[src/rtl/tw_scan_gen_pkg.sv]
package tw_scan_gen_pkg;

  typedef enum logic [1:0] {
    RS_IDLE = 2'd0,
    RS_RUN  = 2'd1,
    RS_DONE = 2'd2
  } run_state_t;

  typedef struct packed {
    logic force_one;   // drives the OR gate
    logic force_zero;  // drives the AND gate (inverted)
  } fix_ctl_t;

endpackage

[src/rtl/tw_lfsr.sv]
module tw_lfsr #(
  parameter int              WIDTH = 16,
  parameter logic [WIDTH-1:0] TAPS = 16'hB400,
  parameter logic [WIDTH-1:0] SEED = 16'hACE1
) (
  input  logic clk,
  input  logic rst_n,
  input  logic reload,
  input  logic advance,
  output logic rnd_bit
);

  logic [WIDTH-1:0] state_q;
  logic [WIDTH-1:0] state_d;
  logic             state_en;

  always_comb begin
    state_en = reload | advance;
    if (reload) state_d = SEED;
    else        state_d = {state_q[WIDTH-2:0], ^(state_q & TAPS)};
  end

  always_ff @(posedge clk or negedge rst_n) begin
    if (!rst_n)        state_q <= SEED;
    else if (state_en) state_q <= state_d;
  end

  assign rnd_bit = state_q[WIDTH-1];

  // a maximal feedback never reaches the all-zero lockup state
  a_r6_lfsr_not_stuck: assert property (@(posedge clk) disable iff (!rst_n)
    state_q != '0);

endmodule

[src/rtl/tw_sequencer.sv]
module tw_sequencer
  import tw_scan_gen_pkg::*;
#(
  parameter int SCAN_LEN     = 16,
  parameter int NUM_GEN      = 4,
  parameter int PATS_PER_GEN = 4,
  localparam int CNT_W = $clog2(SCAN_LEN + 1),
  localparam int GEN_W = $clog2(NUM_GEN),
  localparam int VEC_W = $clog2(NUM_GEN * PATS_PER_GEN)
) (
  input  logic             clk,
  input  logic             rst_n,
  input  logic             start,
  output logic [CNT_W-1:0] scan_cnt,
  output logic [GEN_W-1:0] gen_idx,
  output logic [GEN_W-1:0] load_gen,
  output logic             pat_load,
  output logic             shifting,
  output logic             done
);

  localparam logic [CNT_W-1:0] CAP_SLOT = CNT_W'(SCAN_LEN);
  localparam logic [VEC_W-1:0] LAST_VEC = '1;

  run_state_t       state_q, state_d;
  logic [CNT_W-1:0] cnt_q, cnt_d;
  logic [VEC_W-1:0] vec_q, vec_d;
  logic             launch, capture, last_pat, seq_en;

  always_comb begin
    launch   = (state_q != RS_RUN) && start;
    capture  = (state_q == RS_RUN) && (cnt_q == CAP_SLOT);
    last_pat = (vec_q == LAST_VEC);
    seq_en   = launch || (state_q == RS_RUN);
    state_d  = state_q;
    cnt_d    = cnt_q;
    vec_d    = vec_q;
    if (launch) begin
      state_d = RS_RUN;
      cnt_d   = '0;
      vec_d   = '0;
    end else if (capture) begin
      cnt_d = '0;
      if (last_pat) state_d = RS_DONE;
      else          vec_d   = vec_q + 1'b1;
    end else if (state_q == RS_RUN) begin
      cnt_d = cnt_q + 1'b1;
    end
  end

  always_ff @(posedge clk or negedge rst_n) begin
    if (!rst_n) begin
      state_q <= RS_IDLE;
      cnt_q   <= '0;
      vec_q   <= '0;
    end else if (seq_en) begin
      state_q <= state_d;
      cnt_q   <= cnt_d;
      vec_q   <= vec_d;
    end
  end

  always_comb begin
    scan_cnt = cnt_q;
    gen_idx  = vec_q[VEC_W-1 -: GEN_W];
    pat_load = launch || (capture && !last_pat);
    load_gen = launch ? '0 : vec_d[VEC_W-1 -: GEN_W];
    shifting = (state_q == RS_RUN) && (cnt_q != CAP_SLOT);
    done     = (state_q == RS_DONE);
  end

  // the position counter never passes the capture slot
  a_r3_cnt_bound: assert property (@(posedge clk) disable iff (!rst_n)
    cnt_q <= CAP_SLOT);
  // a capture that is not the last is followed by position 0 of a new pattern
  a_r3_capture_wraps: assert property (@(posedge clk) disable iff (!rst_n)
    (capture && !last_pat) |=> (shifting && scan_cnt == '0));
  // done holds until a new start
  a_r8_done_holds: assert property (@(posedge clk) disable iff (!rst_n)
    (done && !start) |=> (done && !shifting));
  // a start during a shift cycle does not disturb the count
  a_r9_start_ignored: assert property (@(posedge clk) disable iff (!rst_n)
    (shifting && start) |=> (state_q == RS_RUN && cnt_q == $past(cnt_q) + 1'b1));

endmodule

[src/rtl/tw_decode.sv]
module tw_decode
  import tw_scan_gen_pkg::*;
#(
  parameter int SCAN_LEN = 16,
  parameter int NUM_GEN  = 4,
  parameter logic [NUM_GEN*SCAN_LEN-1:0] GEN_MASK = '0,
  parameter logic [NUM_GEN*SCAN_LEN-1:0] GEN_VAL  = '0,
  localparam int CNT_W = $clog2(SCAN_LEN + 1),
  localparam int GEN_W = $clog2(NUM_GEN),
  localparam int TAB_N = NUM_GEN * SCAN_LEN,
  localparam int IDX_W = $clog2(TAB_N)
) (
  input  logic [CNT_W-1:0] scan_cnt,
  input  logic [GEN_W-1:0] gen_idx,
  input  logic [GEN_W-1:0] load_gen,
  input  logic             shifting,
  output logic             d0,
  output logic             d1,
  output fix_ctl_t         init_ctl,
  output fix_ctl_t         want_ctl
);

  // Control state required at position k of weight set g; when forcing a one
  // the zero-force line is a don't-care, so it keeps its previous value.
  function automatic logic [1:0] pos_state(int g, int k);
    logic f0, f1;
    f0 = 1'b0;
    f1 = 1'b0;
    for (int i = 0; i <= k; i++) begin
      if (GEN_MASK[g*SCAN_LEN+i]) begin
        if (GEN_VAL[g*SCAN_LEN+i]) f1 = 1'b1;
        else begin
          f1 = 1'b0;
          f0 = 1'b1;
        end
      end else begin
        f0 = 1'b0;
        f1 = 1'b0;
      end
    end
    return {f1, f0};
  endfunction

  logic [TAB_N-1:0] st0_tab, st1_tab, tg0_tab, tg1_tab;

  for (genvar g = 0; g < NUM_GEN; g++) begin : g_set
    for (genvar k = 0; k < SCAN_LEN; k++) begin : g_pos
      localparam logic [1:0] CUR = pos_state(g, k);
      localparam logic [1:0] NXT = pos_state(g, (k < SCAN_LEN-1) ? k+1 : k);
      assign st0_tab[g*SCAN_LEN+k] = CUR[0];
      assign st1_tab[g*SCAN_LEN+k] = CUR[1];
      assign tg0_tab[g*SCAN_LEN+k] = CUR[0] ^ NXT[0];
      assign tg1_tab[g*SCAN_LEN+k] = CUR[1] ^ NXT[1];
    end
  end

  logic [CNT_W-1:0] cnt_clip;
  logic [IDX_W-1:0] cur_idx, init_idx;
  logic             cur_valid;

  always_comb begin
    cur_valid = shifting && (scan_cnt < CNT_W'(SCAN_LEN));
    cnt_clip  = cur_valid ? scan_cnt : '0;
    cur_idx   = IDX_W'(gen_idx) * IDX_W'(SCAN_LEN) + IDX_W'(cnt_clip);
    init_idx  = IDX_W'(load_gen) * IDX_W'(SCAN_LEN);
    d0        = cur_valid && tg0_tab[cur_idx];
    d1        = cur_valid && tg1_tab[cur_idx];
    init_ctl.force_zero = st0_tab[init_idx];
    init_ctl.force_one  = st1_tab[init_idx];
    want_ctl.force_zero = st0_tab[cur_idx];
    want_ctl.force_one  = st1_tab[cur_idx];
  end

endmodule

[src/rtl/tw_fix.sv]
module tw_fix
  import tw_scan_gen_pkg::*;
(
  input  logic     clk,
  input  logic     rst_n,
  input  logic     load,
  input  fix_ctl_t init_ctl,
  input  logic     d0,
  input  logic     d1,
  input  logic     shifting,
  input  logic     rnd_bit,
  output fix_ctl_t ctl,
  output logic     bit_out
);

  logic f0_q, f1_q, f0_d, f1_d, f0_en, f1_en;

  always_comb begin
    f0_en = load | d0;
    f1_en = load | d1;
    f0_d  = load ? init_ctl.force_zero : ~f0_q;
    f1_d  = load ? init_ctl.force_one  : ~f1_q;
  end

  always_ff @(posedge clk or negedge rst_n) begin
    if (!rst_n)     f0_q <= 1'b0;
    else if (f0_en) f0_q <= f0_d;
  end

  always_ff @(posedge clk or negedge rst_n) begin
    if (!rst_n)     f1_q <= 1'b0;
    else if (f1_en) f1_q <= f1_d;
  end

  always_comb begin
    ctl.force_zero = f0_q;
    ctl.force_one  = f1_q;
    bit_out        = shifting & ((rnd_bit & ~f0_q) | f1_q);
  end

endmodule

[src/rtl/tw_scan_gen.sv]
module tw_scan_gen
  import tw_scan_gen_pkg::*;
#(
  parameter int SCAN_LEN     = 16,
  parameter int NUM_GEN      = 4,
  parameter int PATS_PER_GEN = 4,
  parameter int LFSR_W       = 16,
  parameter logic [LFSR_W-1:0] LFSR_TAPS = 16'hB400,
  parameter logic [LFSR_W-1:0] LFSR_SEED = 16'hACE1,
  parameter logic [NUM_GEN*SCAN_LEN-1:0] GEN_MASK = 64'hF0F0_00FF_FFFF_0000,
  parameter logic [NUM_GEN*SCAN_LEN-1:0] GEN_VAL  = 64'h6090_0033_A5C3_0000,
  localparam int CNT_W = $clog2(SCAN_LEN + 1),
  localparam int GEN_W = $clog2(NUM_GEN)
) (
  input  logic clk,
  input  logic rst_n,
  input  logic start,
  output logic scan_in,
  output logic shift_en,
  output logic done
);

  logic [CNT_W-1:0] scan_cnt;
  logic [GEN_W-1:0] gen_idx, load_gen;
  logic             pat_load, shifting, rnd_bit, d0, d1, lfsr_reload;
  fix_ctl_t         init_ctl, want_ctl, ctl;

  assign lfsr_reload = pat_load && !shifting && !(scan_cnt == CNT_W'(SCAN_LEN));

  tw_sequencer #(
    .SCAN_LEN(SCAN_LEN), .NUM_GEN(NUM_GEN), .PATS_PER_GEN(PATS_PER_GEN)
  ) i_seq (
    .clk(clk), .rst_n(rst_n), .start(start),
    .scan_cnt(scan_cnt), .gen_idx(gen_idx), .load_gen(load_gen),
    .pat_load(pat_load), .shifting(shifting), .done(done)
  );

  tw_lfsr #(.WIDTH(LFSR_W), .TAPS(LFSR_TAPS), .SEED(LFSR_SEED)) i_lfsr (
    .clk(clk), .rst_n(rst_n), .reload(lfsr_reload),
    .advance(shifting), .rnd_bit(rnd_bit)
  );

  tw_decode #(
    .SCAN_LEN(SCAN_LEN), .NUM_GEN(NUM_GEN), .GEN_MASK(GEN_MASK), .GEN_VAL(GEN_VAL)
  ) i_dec (
    .scan_cnt(scan_cnt), .gen_idx(gen_idx), .load_gen(load_gen),
    .shifting(shifting), .d0(d0), .d1(d1),
    .init_ctl(init_ctl), .want_ctl(want_ctl)
  );

  tw_fix i_fix (
    .clk(clk), .rst_n(rst_n), .load(pat_load), .init_ctl(init_ctl),
    .d0(d0), .d1(d1), .shifting(shifting), .rnd_bit(rnd_bit),
    .ctl(ctl), .bit_out(scan_in)
  );

  assign shift_en = shifting;

  // on every shift cycle the toggle state matches the position's weight
  a_r10_ctl_tracks_weight: assert property (@(posedge clk) disable iff (!rst_n)
    shifting |-> (ctl.force_one == want_ctl.force_one &&
                  (want_ctl.force_one || ctl.force_zero == want_ctl.force_zero)));
  // the zero-force line changes only on a decode toggle or a pattern load
  a_r10_zero_line_quiet: assert property (@(posedge clk) disable iff (!rst_n)
    (!pat_load && !d0) |=> $stable(ctl.force_zero));
  // nothing is shifted once the run is complete
  a_r8_no_shift_when_done: assert property (@(posedge clk) disable iff (!rst_n)
    done |-> (!shift_en && !scan_in));

endmodule

[config.mk]
export PLATFORM = sky130hd
export DESIGN_NAME = tw_scan_gen
export DESIGN_NICKNAME = d
export VERILOG_FILES = /design/src/rtl/tw_scan_gen_pkg.sv /design/src/rtl/tw_lfsr.sv /design/src/rtl/tw_sequencer.sv /design/src/rtl/tw_decode.sv /design/src/rtl/tw_fix.sv /design/src/rtl/tw_scan_gen.sv
export SDC_FILE = /design/constraint.sdc
export NUM_CORES = 1
export LEC_CHECK = 0
export BUFFER_PORTS_ARGS = -buffer_cell sky130_fd_sc_hd__buf_2
export CORE_MARGIN = 8
export CORE_UTILIZATION = 55
export CTS_BUF_LIST = sky130_fd_sc_hd__clkbuf_8
export CTS_CLUSTER_DIAMETER = 60
export DETAILED_ROUTE_END_ITERATION = 6
export GPL_ROUTABILITY_DRIVEN = 0
export PLACE_DENSITY = 0.72
export SYNTH_ARGS = -nofsm -noshare
export SYNTH_HDL_FRONTEND = slang
export SYNTH_SLANG_ARGS = --single-unit
[constraint.sdc]
create_clock -name clk -period 2.64 [get_ports clk]
set_input_delay 0.132 -clock clk [delete_from_list [all_inputs] [get_ports clk]]
set_output_delay 0.132 -clock clk [all_outputs]
set_load 0.01 [all_outputs]
# ---- After elaboration in Yosys (flattened, before gate mapping)
# Memory sizes are Yosys's and may differ from the RTL's.
# Cells that the tools add are included.
# Widths: inputs -> output; s select.
dict set report word_totals {
  regBits 29
  elab_cells 71
  mem_count 2
  mem_bits_ro 128
  in_bits 3
  out_inout_bits 3
}
# name words width rd rd_clocked_by_memory_dff wr line_no
set memory_table {}
lappend memory_table {{(name not given)} 64 1 1 0 0 tw_decode.sv:67} ;# d1 = cur_valid && tg1_tab[cur_idx];
lappend memory_table {{(name not given)} 64 1 1 0 0 tw_decode.sv:66} ;# d0 = cur_valid && tg0_tab[cur_idx];
dict set report classes {
  n_reduce_logical 21
  n_lt_le_gt_ge 3
  eq_ne 7
  bitwise 8
  mux 20
  addsub 3
}
# op n
set op_table {}
lappend op_table {{$mux 5} 4}
lappend op_table {{$mux 16} 1}
lappend op_table {{$reduce_xor 16->1} 1}
lappend op_table {{$lt 6x7->1 const B} 2}
lappend op_table {{$mux 4} 3}
lappend op_table {{$logic_and 1x1->1} 9}
lappend op_table {{$mux 2} 4}
lappend op_table {{$add 6x5->6} 1}
lappend op_table {{$mux 1} 6}
lappend op_table {{$reduce_and 3->1} 2}
lappend op_table {{$add 5x1->5 const B} 1}
lappend op_table {{$eq 5x5->1 const B} 1}
lappend op_table {{$lt 5x5->1 const B} 1}
lappend op_table {{$ne 5x5->1 const B} 1}
lappend op_table {{$add 4x1->4 const B} 1}
lappend op_table {{$bmux 1 s2} 2}
lappend op_table {{$eq 4x4->1 const B} 1}
lappend op_table {{$ne 2x1->1 const B} 2}
lappend op_table {{$or 1x1->1} 4}
lappend op_table {{$reduce_bool 2->1} 2}
lappend op_table {{$logic_not 1->1} 3}
lappend op_table {{$reduce_bool 3->1} 1}
lappend op_table {{$and 1x1->1} 2}
lappend op_table {{$eq 2x1->1 const B} 1}
lappend op_table {{4 further kinds} 6}

# ---- Logic depth before layout (Yosys ltp)
dict set report logic_depth {
  depth_word 9
  ltp_mapped 8
  mapped_depth_nobuf 7
}

# ---- Hierarchy
# Synthesis repeated with hierarchy kept, for this count alone.
dict set report hier_totals {
  cells_unflattened 188
  area_unflattened_um2 1854.3
}
# mod area_per_inst_um2 seq_area_each_um2 cells_each n_inst
set by_module_without_submodules {}
lappend by_module_without_submodules {tw_lfsr 704.4 410.4 55 1}
lappend by_module_without_submodules {tw_sequencer 653.1 275.3 63 1}
lappend by_module_without_submodules {tw_decode 351.6 0.0 54 1}
lappend by_module_without_submodules {tw_fix 113.9 50.0 12 1}
lappend by_module_without_submodules {tw_scan_gen 31.3 0.0 4 1}

# ---- Least setup slack after synthesis
# No wires, ideal clock.
dict set report synth_timing {
  kind {register to register}
  startpoint {reg i_seq.cnt_q[1], in the netlist i_seq.scan_cnt[1]}
  endpoint {reg i_fix.f1_q}
  setup_time_ps 87
  path_slack_ps 910
  path_buffers 0
  synth_period_minus_slack_ps 1730
  t_arrival_ps 1643
  stages_incl_launch_ff 8
  required_time_ps 2553
  path_cell_list {dfrtp_1 -> inv_1 -> ha_1 -> and4bb_2 -> a31oi_1 -> a311oi_2 -> xnor2_1 -> a211oi_2}
}
dict set report synth_via {
  elab_chain_len 9
  elab_cells_between_ends 20
  cone_classes {add/sub (1); order compare (1); eq/ne (2); mux (8); bitwise (1); reduce/logical (6); memory (1)}
}
# item line_no
set synth_lines {}
lappend synth_lines {{start: declaration} tw_sequencer.sv:26} ;# logic [CNT_W-1:0] cnt_q, cnt_d;
lappend synth_lines {{start signal: assignment} tw_sequencer.sv:58} ;# cnt_q <= cnt_d;
lappend synth_lines {{parallel branches: the longest is 9 deep, another holds $add 6x5->6} n/a}
lappend synth_lines {{end signal: assignment} tw_fix.sv:31} ;# if (!rst_n) f1_q <= 1'b0;
lappend synth_lines {{end signal: assignment} tw_fix.sv:32} ;# else if (f1_en) f1_q <= f1_d;
lappend synth_lines {{end: declaration} tw_fix.sv:16} ;# logic f0_q, f1_q, f0_d, f1_d, f0_en, f1_en;
# Parallel ways; which one is timed is not known. The select of a mux whose other input is x is not followed.
# A chain may end at the register's enable or synchronous reset.

# ---- Worst setup path after layout
# Ends and elaborated chain as after synthesis.

==> impl_metrics.tcl <==
set metrics [dict create \
    worstSkewPairLatency_ns 0.28 \
    coreArea_um2 2710 \
    final_util 0.6154 \
    drt_iter0_drc 83 \
    startpoint "i_seq.scan_cnt[1]" \
    dp_hpwl_mm 2.092 \
    critPathLaunchType "flip-flop" \
    nFillCells 234 \
    antenna_found_initial 0 \
    timing.rr.end "i_fix.f1_q" \
    grt_overflow 0 \
    placementRows 19 \
    register_area_um2 735.7 \
    cts_inserted_buffers 5 \
    fmax_mhz 484.4 \
    vdd_ir_drop_max_mv 0.7744 \
    syn-num-nets 161 \
    first_global_vias 1164 \
    portBuffers 5 \
    place_inst 186 \
    synthTopCellsByArea "dfrtp_1, dfstp_2, nand2_1" \
    via_count 1135 \
    clock_skew_ns 0.006177 \
    switching_share 0.3588 \
    synth_edf_count 0 \
    hold_path_class "in -> reg" \
    r2r_slack_ns 0.58 \
    die_w_um 68.79 \
    tritoncts "done" \
    met3_usage 0.05008 \
    start_util 0.5656 \
    path_class "reg -> reg" \
    yosys_most_used_dff "dfrtp_1" \
    gr-usage-met2 0.2288 \
    critPathCapture "i_fix.f1_q" \
    cp-end-kind "flip-flop" \
    synth-seq-cells 29 \
    ant_nets 0 \
    hold_slack_ns 0.1554 \
    async_flop_share 1.000 \
    htreeDepth 2 \
    finalSetupViolCount 0 \
    met1_usage 0.1879 \
    synth.avg_cell_area_um2 9.953 \
    relSlewSlack 0.5760 \
    power_leakage_nw 0.7301 \
    cts_root_buf "clkbuf_8" \
    synthesis.area_um2 1533 \
    hold_violations 0 \
    period_share 0.7819 \
    multi_input_area_um2 726.9 \
    yosysWarnings 0 \
    first_pass_iters 4 \
    top_usage_layer "met2" \
    rsz0062_at_grt "false" \
    synth.largest_area_cell "dfrtp_1" \
    required_ns 2.79 \
    worst_ep_arrival_time_ns 2.22 \
    clkTransAtPathRegs_ns 0.06 \
    grt.total_usage 0.1485 \
    drive_gt1_frac 0.1768 \
    vias_per_cell 5.821 \
    io_pins 6 \
    cts_resized 0 \
    r2r_cells 7 \
    totalWireLength_mm 2.952 \
    fin_cells 195 \
    clock_path_buffers 2 \
    finalMaxSlewViolations 0 \
    pwr-share-clk 0.188 \
    p_sw_w 0.0006687 \
    finalCriticalPeriod_ns 2.064 \
    r2r_start "i_seq.scan_cnt[1]" \
    combPwrFrac 0.348 \
    syn_inst 154 \
    tns_ns 0 \
    yosysSeqAreaShare 0.4800 \
    drv_cap 0 \
    worst_slew_pin_slew_ns 0.6360 \
    drc 0 \
    status "completed" \
    nets 170 \
    grt_pass1_wl_mm 5.326 \
    crit_fanout 6 \
    internal_power_w 0.001195 \
    p_seq_frac 0.463 \
    yosysUniqueCellTypes 44 \
    synth_top_cell_area_share 0.3429 \
    grt_max_degree 30 \
    post_drt_wl_per_cell_um 15.14 \
    powerDensity_nw_per_um2 1118 \
    cts.sinks 29 \
    diodes 0 \
    die_h_um 68.79 \
    area_growth_pct 8.816 \
    die_area_um2 4732 \
]
==> worst min path at each step <==
stage               startpoint                 to  slack, ns  cells after the start
floorplan                rst_n         i_fix.f0_q      -0.16                      0
global route             start  i_seq.scan_cnt[1]       0.17                      2
detailed placement       rst_n         i_fix.f0_q       0.19                      1
global placement         rst_n         i_fix.f0_q       0.18                      1
CTS                      start  i_seq.scan_cnt[1]       0.15                      2
finish                   start  i_seq.scan_cnt[1]       0.16                      2
==> critical path: stages, from the launching register on <==
cell,delay [ns]
dfrtp_1,0.43
inv_1,0.16
ha_1,0.19
nand4bb_1,0.17
nor2_1,0.36
a311oi_2,0.19
xnor2_1,0.32
a211oi_2,0.11
==> layout by cell type (no fill, tap or decap), types with 2 or more instances in the layout <==
cell and instances:
nand2_1 25, dfrtp_1 21, nand3_1 9, dfstp_2 8, inv_1 7, nor2_1 7
a22o_1 7, xnor2_1 6, a21oi_1 5, clkbuf_8 5, buf_2 5, nor2b_1 4
o21ai_0 4, ha_1 4, xor2_1 3, mux2i_1 3, nand2b_1 2, and3_1 2
a31oi_1 2, and2_1 2, a311oi_2 2, nor3_1 2, o22ai_1 2, o211ai_1 2
clkinv_2 2, buf_4 2
==> kinds of logic (layout without fill, tap and decap cells) <==
logic type	count (synthesis)	after routing	share of synthesized area
AOI/OAI and AO/OA	36	36	0.1845
xor gates and xnor gates	9	9	0.05143
adders and majority gates	4	4	0.03265
buffers and inverters	14	24	0.04572
DFF	29	29	0.4800
muxes	3	3	0.01959
other	1	1	0.002447
and+or+nand+nor	58	58	0.1837
==> cell usage after synthesis (2+ instances only) <==
master,instances
inv_1,7
xor2_1,3
and2_1,2
a21oi_1,5
ha_1,4
mux2i_1,3
xnor2_1,6
and3_1,2
buf_6,2
a311oi_2,2
nor3_1,2
clkbuf_1,2
dfstp_2,8
dfrtp_1,21
nor2b_1,4
a22o_1,7
buf_2,2
a31oi_1,2
nor2_1,7
o22ai_1,2
nand3_1,9
o211ai_1,2
nand2b_1,2
nand2_1,25
o21ai_0,4
==> timing repair <==
action,in CTS,in global routing
hold endpoints to repair,21,0
setup buffers,0,0
hold buffers,1,0
==> flip-flops by register name, indices dropped and copies added (netlist names) <==
signal          flops
i_seq.scan_cnt      5
i_fix.f1_q          1
i_seq.vec_q         4
i_fix.f0_q          1
i_seq.state_q       2
i_lfsr.state_q     16
==> metal layers <==
| layer | wire, um | vias to the layer above | part of all wire |
|---|---|---|---|
| met4 | 52 | 0 | 0.018 |
| li1 | - | 560 | - |
| met5 | 0 | - | 0 |
| met2 | 1371 | 26 | 0.46 |
| met1 | 1372 | 541 | 0.46 |
| met3 | 155 | 8 | 0.053 |
==> layout make-up <==
| cell class | instances | area share |
|---|---|---|
| Multi-Input combinational cell | 111 | 0.4359 |
| Sequential cell | 29 | 0.4411 |
| Tap cell | 31 | 0.02326 |
| Clock buffer | 5 | 0.04126 |
| Inverter | 8 | 0.01800 |
| Clock inverter | 3 | 0.01050 |
| Timing Repair Buffer | 8 | 0.03001 |
==> per-stage QoR <==
stage / area (um2) / setup slack [ns] / power (W)
after CTS: 1668 / 0.5937 / 0.001881
after global routing: 1668 / 0.4516 / 0.002007
after detailed placement: 1572 / 0.6125 / 0.001518
after global placement: 1572 / 0.6733 / 0.001499
after floorplan: 1533 / 0.9103 / 0.001387
final: 1668 / 0.5757 / 0.001864
==> power by group through the flow <==
stage / sequential [W] / clock [W] / combinational, W
CTS: 0.000865 / 0.000360 / 0.000655
floorplan: 0.000802 / 0 / 0.000586
global route: 0.000901 / 0.000376 / 0.000730
detailed placement: 0.000868 / 0 / 0.000650
global placement: 0.000865 / 0 / 0.000634
finish: 0.000864 / 0.000351 / 0.000649
Note: power is estimated with default switching activity, not from simulation.
